[config.mk]
export PLATFORM = sky130hd
export DESIGN_NAME = halt_wake_ctrl
export DESIGN_NICKNAME = d
export VERILOG_FILES = /design/src/rtl/hwc_pkg.sv /design/src/rtl/hwc_sync.sv /design/src/rtl/hwc_acc_track.sv /design/src/rtl/hwc_fsm.sv /design/src/rtl/halt_wake_ctrl.sv
export SDC_FILE = /design/constraint.sdc
export NUM_CORES = 1
export LEC_CHECK = 0
export BUFFER_PORTS_ARGS = -buffer_cell sky130_fd_sc_hd__buf_2
export CAP_MARGIN = 40
export CORE_AREA = 2 2 74 129
export CTS_CLUSTER_SIZE = 8
export DETAILED_ROUTE_END_ITERATION = 6
export DIE_AREA = 0 0 76 131
export GPL_TIMING_DRIVEN = 0
export PLACE_DENSITY_LB_ADDON = 0.1
export SLEW_MARGIN = 25
export SYNTH_ARGS = -nofsm -noshare
export SYNTH_HDL_FRONTEND = slang
export SYNTH_HIERARCHICAL = 1
export SYNTH_SLANG_ARGS = --single-unit
[constraint.sdc]
create_clock -name clk_i -period 2 [get_ports clk_i]
set_input_delay 0 -clock clk_i [delete_from_list [all_inputs] [get_ports clk_i]]
set_output_delay 0 -clock clk_i [all_outputs]
set_load 0.1 [all_outputs]
[src/rtl/hwc_pkg.sv]
// Shared types for the halt and wakeup controller.
// Assumes a two-bit kind code in which 2'b11 is folded onto plain sleep.
package hwc_pkg;

    typedef enum logic [2:0] {
        ST_BOOT,
        ST_RUN,
        ST_DRAIN,
        ST_SLEEP,
        ST_PAUSE,
        ST_DHALT
    } hwc_state_e;

    typedef enum logic [1:0] {
        KIND_SLEEP     = 2'b00,
        KIND_HIBERNATE = 2'b01,
        KIND_SUSPEND   = 2'b10
    } hwc_kind_e;

    // Map a raw request code to a legal kind.
    function automatic hwc_kind_e to_kind(input logic [1:0] code);
        return (code == 2'b11) ? KIND_SLEEP : hwc_kind_e'(code);
    endfunction

endpackage

[src/rtl/hwc_sync.sv]
// Flip-flop synchronizer chain of STAGES flops for a WIDTH-bit bus.
// With STAGES of 0 the input is assumed synchronous and is passed through.
// The flops carry no reset, since they must also carry the reset input itself.
module hwc_sync #(
    parameter int WIDTH  = 1,
    parameter int STAGES = 2
) (
    input  logic             clk_i,
    input  logic [WIDTH-1:0] d_i,
    output logic [WIDTH-1:0] q_o
);
    generate
        if (STAGES == 0) begin : g_pass
            assign q_o = d_i;
        end else begin : g_chain
            logic [WIDTH-1:0] stage_q [STAGES];
            for (genvar s = 0; s < STAGES; s++) begin : g_stage
                // Move the sample one flop further along the chain.
                always_ff @(posedge clk_i) begin
                    if (s == 0) stage_q[s] <= d_i;
                    else        stage_q[s] <= stage_q[(s == 0) ? 0 : s - 1];
                end
            end
            assign q_o = stage_q[STAGES-1];
        end
    endgenerate
endmodule

[src/rtl/hwc_acc_track.sv]
// Counts the external accesses that have been accepted but have not completed.
// Assumes the count never exceeds MAX_OUTSTANDING and never underflows.
module hwc_acc_track #(
    parameter int MAX_OUTSTANDING = 7,
    localparam int CNT_W = $clog2(MAX_OUTSTANDING + 1)
) (
    input  logic             clk_i,
    input  logic             rst_ni,
    input  logic             req_i,
    input  logic             rsp_i,
    output logic [CNT_W-1:0] count_o,
    output logic             idle_o
);
    logic [CNT_W-1:0] count_q;

    // Add one per accept and subtract one per response; both at once cancel.
    always_ff @(posedge clk_i) begin
        if (!rst_ni)              count_q <= '0;
        else if (req_i && !rsp_i) count_q <= count_q + 1'b1;
        else if (rsp_i && !req_i) count_q <= count_q - 1'b1;
    end

    assign count_o = count_q;
    assign idle_o  = (count_q == '0);
endmodule

[src/rtl/hwc_fsm.sv]
// Run/halt sequencer: boot path choice, sleep drain, pause and debug halt.
// All outputs come from registers. A start that meets a high pause level is
// held pending and issues its strobe when the pause ends.
module hwc_fsm
    import hwc_pkg::*;
#(
    parameter int              ADDR_W      = 32,
    parameter logic [ADDR_W-1:0] BASE_VECTOR = '0,
    parameter bit              DBG_EN      = 1'b1
) (
    input  logic              clk_i,
    input  logic              rst_ni,
    input  logic [1:0]        boot_mode_i,
    input  logic              wake_any_i,
    input  logic              sleep_req_i,
    input  logic [1:0]        sleep_kind_i,
    input  logic [ADDR_W-1:0] resume_addr_i,
    input  logic              pause_i,
    input  logic              dbg_continue_i,
    input  logic              idle_i,
    output logic              run_o,
    output logic              fetch_start_o,
    output logic [ADDR_W-1:0] fetch_addr_o,
    output logic              sleep_o,
    output logic              hibernate_o,
    output logic              suspend_o,
    output logic              paused_o,
    output logic              halted_o
);
    hwc_state_e        state_q, state_d;
    hwc_kind_e         kind_q, kind_d;
    logic [ADDR_W-1:0] tgt_q, tgt_d, addr_q;
    logic              pend_q, pend_d, launch, go, fetch_q;

    // Next state, captured target and start decision.
    always_comb begin
        state_d = state_q;
        kind_d  = kind_q;
        tgt_d   = tgt_q;
        pend_d  = pend_q;
        go      = 1'b0;
        launch  = 1'b0;
        unique case (state_q)
            ST_BOOT: begin
                tgt_d = BASE_VECTOR;
                if (boot_mode_i == 2'b01) begin
                    state_d = ST_SLEEP;
                    kind_d  = KIND_SLEEP;
                end else if (boot_mode_i == 2'b10 && DBG_EN) begin
                    state_d = ST_DHALT;
                end else begin
                    go = 1'b1;
                end
            end
            ST_RUN: begin
                if (sleep_req_i) begin
                    state_d = ST_DRAIN;
                    kind_d  = to_kind(sleep_kind_i);
                    tgt_d   = resume_addr_i;
                end else if (pause_i) begin
                    state_d = ST_PAUSE;
                end
            end
            ST_DRAIN: if (idle_i) state_d = ST_SLEEP;
            ST_SLEEP: go = wake_any_i;
            ST_DHALT: go = dbg_continue_i;
            ST_PAUSE: begin
                if (!pause_i) begin
                    state_d = ST_RUN;
                    launch  = pend_q;
                    pend_d  = 1'b0;
                end
            end
            default: state_d = ST_BOOT;
        endcase
        if (go) begin
            if (pause_i) begin
                state_d = ST_PAUSE;
                pend_d  = 1'b1;
            end else begin
                state_d = ST_RUN;
                launch  = 1'b1;
            end
        end
    end

    // Register state, captured target and the strobe.
    always_ff @(posedge clk_i) begin
        if (!rst_ni) begin
            state_q <= ST_BOOT;
            kind_q  <= KIND_SLEEP;
            tgt_q   <= BASE_VECTOR;
            pend_q  <= 1'b0;
            fetch_q <= 1'b0;
            addr_q  <= '0;
        end else begin
            state_q <= state_d;
            kind_q  <= kind_d;
            tgt_q   <= tgt_d;
            pend_q  <= pend_d;
            fetch_q <= launch;
            if (launch) addr_q <= tgt_d;
        end
    end

    assign run_o         = (state_q == ST_RUN);
    assign fetch_start_o = fetch_q;
    assign fetch_addr_o  = addr_q;
    assign sleep_o       = (state_q == ST_SLEEP) && (kind_q == KIND_SLEEP);
    assign hibernate_o   = (state_q == ST_SLEEP) && (kind_q == KIND_HIBERNATE);
    assign suspend_o     = (state_q == ST_SLEEP) && (kind_q == KIND_SUSPEND);
    assign paused_o      = (state_q == ST_PAUSE);
    assign halted_o      = (state_q == ST_DHALT);
endmodule

[src/rtl/halt_wake_ctrl.sv]
// Top of the halt and wakeup controller. It synchronizes reset and wakeups,
// tracks the outstanding accesses and sequences run, sleep, pause and debug halt.
// Assumes that acc_req_i is only asserted while run_o is high.
module halt_wake_ctrl #(
    parameter int                ADDR_W           = 32,
    parameter logic [ADDR_W-1:0] BASE_VECTOR      = 32'h0000_0100,
    parameter bit                DBG_EN           = 1'b1,
    parameter int                RST_SYNC_STAGES  = 2,
    parameter int                WAKE_SYNC_STAGES = 2,
    parameter int                MAX_OUTSTANDING  = 7,
    localparam int               CNT_W            = $clog2(MAX_OUTSTANDING + 1)
) (
    input  logic              clk_i,
    input  logic              rst_ni,
    input  logic [1:0]        boot_mode_i,
    input  logic [1:0]        wake_i,
    input  logic              sleep_req_i,
    input  logic [1:0]        sleep_kind_i,
    input  logic [ADDR_W-1:0] resume_addr_i,
    input  logic              pause_i,
    input  logic              dbg_continue_i,
    input  logic              acc_req_i,
    input  logic              acc_rsp_i,
    output logic              run_o,
    output logic              fetch_start_o,
    output logic [ADDR_W-1:0] fetch_addr_o,
    output logic              sleep_o,
    output logic              hibernate_o,
    output logic              suspend_o,
    output logic              paused_o,
    output logic              halted_o
);
    logic             rst_n_s;
    logic [1:0]       wake_s;
    logic [CNT_W-1:0] acc_cnt;
    logic             acc_idle;

    hwc_sync #(.WIDTH(1), .STAGES(RST_SYNC_STAGES)) u_rst_sync (
        .clk_i (clk_i),
        .d_i   (rst_ni),
        .q_o   (rst_n_s)
    );

    hwc_sync #(.WIDTH(2), .STAGES(WAKE_SYNC_STAGES)) u_wake_sync (
        .clk_i (clk_i),
        .d_i   (wake_i),
        .q_o   (wake_s)
    );

    hwc_acc_track #(.MAX_OUTSTANDING(MAX_OUTSTANDING)) u_track (
        .clk_i   (clk_i),
        .rst_ni  (rst_n_s),
        .req_i   (acc_req_i),
        .rsp_i   (acc_rsp_i),
        .count_o (acc_cnt),
        .idle_o  (acc_idle)
    );

    hwc_fsm #(.ADDR_W(ADDR_W), .BASE_VECTOR(BASE_VECTOR), .DBG_EN(DBG_EN)) u_fsm (
        .clk_i          (clk_i),
        .rst_ni         (rst_n_s),
        .boot_mode_i    (boot_mode_i),
        .wake_any_i     (|wake_s),
        .sleep_req_i    (sleep_req_i),
        .sleep_kind_i   (sleep_kind_i),
        .resume_addr_i  (resume_addr_i),
        .pause_i        (pause_i),
        .dbg_continue_i (dbg_continue_i),
        .idle_i         (acc_idle),
        .run_o          (run_o),
        .fetch_start_o  (fetch_start_o),
        .fetch_addr_o   (fetch_addr_o),
        .sleep_o        (sleep_o),
        .hibernate_o    (hibernate_o),
        .suspend_o      (suspend_o),
        .paused_o       (paused_o),
        .halted_o       (halted_o)
    );
endmodule

==> flow_summary.toml <==
[status]
status = "finished, final reports clean"

[final_layout]
final_cell_mix = "buf_2, dfxtp_1, dlygate4sd3_1, and2_1, a22o_1"
syn_to_final_growth_pct = 42.6
register_area_um2 = 1600
layout-drive-gt1-share = 0.307
final_common_cell = "buf_2"
antenna_cells = 0
nFillCells = 847
fin_nets = 455
multi_input_area_um2 = 1330

[logic_synthesis]
syn_area_um2 = 3050
yosysTopAreaCellShare = 0.525
ys_seq_elements = 80
yosysWarnings = 6
synth_largest_area_cell = "dfxtp_1"
synth_area_per_cell_um2 = 11.2
ys_top_cells_by_area = "dfxtp_1, mux2_1, a22o_1, and2_1, mux2_2"
synth.distinct_cells = 40
netlist_instances = 273
yosysSeqAreaShare = 0.525
syn-num-nets = 322

[timing]
fin_crit_ns = 1.91
setup_tns_ns = 0
slew_headroom = 0.667
hold_ws_ns = 0.0443
worst_slew_pin_slew_ns = 0.503
post-route-period-util = 0.957
finClkSkew_ns = 0.00748
setup_ws_ns = 0.0853
timing.fmax_mhz = 522
rsz0062_at_grt = "yes"
setup_viol = 0
slew_viol_final = 0
hold_viol_final = 0

[floorplan]
die_h_um = 131
rows = 46
core-area_um2 = 8920
fp.dieW_um = 76
initial_core_util = 0.342
die_area_um2 = 9960
io_pins = 84

[grt]
grt_pass1_wl_um = 11700
grt_overflow = 0
antenna_found_initial = 0
first_global_vias = 2456
grt_max_degree = 16
track_usage = 0.153

[worst_setup_path]
crit_buf_inv = 3
crit_family = "buffers and inverters"
crit_required_ns = 2.23
startpoint = "u_wake_sync/g_chain.stage_q[0][3]"
cp-start-kind = "flop"
crit_arrival_ns = 2.14
worstPathCellList = "buf_4, or2_1, and3_1, o31ai_4, buf_4, buf_4, mux2_1"
end_kind = "flop"
critPathSlowestCell = "mux2_1"
crit_fanout = 10
path_class = "reg2reg"
reg2reg_from = "u_wake_sync/g_chain.stage_q[0][3]"
slowest_delay_ns = 0.34
cpMostUsedCell = "buf_4"

[detailed_routing]
drt-wirelength-per-cell_um = 13.6
drc = 0
drt-vias-per-instance = 4.59
ant_nets = 0
vias = 2439
firstDrtPassIters = 4
drt_iter0_drc = 87
drt-total-wl_um = 7230

[cts]
cts.clk_slew.worst_paths_ns = 0.07
htreeDepth = 3
clockBufferDepth = 2
cts_tree = "built"
clk_latency_ns = 0.34
cts_made_buffers = 9
cts.sinks = 80
cts-root-buf = "clkbuf_16"

[job]
drv_cap = 0

[pwr]
ir_drop_mv = 0.542
p_leak_nw = 2.06
powerDensity_nw_per_um2 = 1040

[min_path]
hold_start = "resume_addr_i[29]"
hold_path.class = "in2reg"

[placement]
gp_congestion = 0.728
io_buffers = 83
pre_cts_ws_ns = 0.0144
hpwl_um = 4990
## power breakdown
group / switching (mW) / total [mW] / internal (mW) / leakage, nW
clock network: 0.689 / 1.80 / 1.11 / 0.154
registers: 0.0590 / 1.75 / 1.69 / 0.650
logic: 0.650 / 0.992 / 0.342 / 1.25
total: 1.40 / 4.54 / 3.14 / 2.06
## path summary, 6_finish.rpt
check / end / slack (ns) / cells past startpoint
worst max-delay path: u_fsm/fetch_addr_o[24] / 0.09 / 7
worst min-delay path: u_fsm/tgt_q[29] / 0.04 / 3
worst max register to register: u_fsm/fetch_addr_o[24] / 0.09 / 7
worst min register to register: u_wake_sync/g_chain.stage_q[0][3] / 0.33 / 0
## what timing repair did
item | 4_1_cts | 5_1_grt
resized for setup | 0 | 4
hold buffers | 37 | 0
endpoints found under the setup margin | 0 | 31
buffers inserted | 0 | 2
hold endpoints to repair | 41 | 0
## cell families (layout without fill, tap and decap cells)
group | after synthesis | in the layout | synth area share
xor+xnor | 2 | 2 | 0.00575
buf+inv | 27 | 165 | 0.0427
simple gates | 76 | 76 | 0.146
fa+ha+maj | 4 | 4 | 0.0189
compound gates | 49 | 49 | 0.133
flops | 80 | 80 | 0.525
mux | 35 | 35 | 0.128
## tightest hold or removal path, stage by stage
cell and delay [ns]:
buf_2 0.08, and3_1 0.13, a22o_1 0.13
## stage by stage
| stage | instance area, um2 | power, mW | instances | util |
|---|---|---|---|---|
| detailed placement | 3620 | 2.71 | 476 | 0.406 |
| finish | 4350 | 4.54 | 531 | 0.487 |
| global route | 4350 | 4.74 | 531 | 0.487 |
| global placement | 3620 | 2.70 | 476 | 0.406 |
| CTS | 4320 | 4.57 | 529 | 0.485 |
| floorplan | 3060 | 2.48 | 273 | - |
## metal layers
metal / vias up / track usage / share of wire
met5: - / 0 / 0
met2: 58 / 0.276 / 0.51
li1: 1229 / - / -
met1: 1141 / 0.164 / 0.42
met3: 11 / 0.0412 / 0.043
met4: 0 / 0.0834 / 0.025
## synthesized netlist by cell type
master and n:
dfxtp_1 80, and2_1 32, a22o_1 31, mux2_1 28, nor2_1 10, inv_1 9
buf_2 8, nand2_1 8, o21ai_0 6, buf_4 5, clkbuf_1 5, mux2_2 4
nor2b_1 4, a21oi_1 3, and3_1 3, ha_1 3, mux2i_1 3, nor3_1 3
nor4_1 3, a32oi_1 2, nand2b_1 2, nor3b_1 2, or3_1 2, a21boi_1 1
a21o_1 1, a311o_1 1, a31o_2 1, and4_1 1, and4b_1 1, fa_1 1
nand3_1 1, nand4b_1 1, nor2_2 1, nor4b_2 1, o211ai_1 1, o31ai_4 1
o32ai_1 1, or2_1 1, xnor2_1 1, xor2_1 1
## state kept, by name, summed over array words and instances, names as in the netlist
signal	cells
u_fsm/fetch_addr_o	32
u_fsm/fetch_start_o	1
u_fsm/kind_q	2
u_fsm/pend_q	1
u_fsm/state_q	3
u_fsm/tgt_q	32
u_rst_sync/g_chain.stage_q	2
u_track/count_o	3
u_wake_sync/g_chain.stage_q	4
## cell type report
cell class,count,share of cell area
buffer,18,0.0225
clock buffer,9,0.0518
clock inverter,7,0.0239
inverter,9,0.00777
multi-input combinational,166,0.306
sequential,80,0.368
tap,120,0.0345
timing repair buffer,122,0.185
No activity file was read; power rests on OpenSTA's default activity.
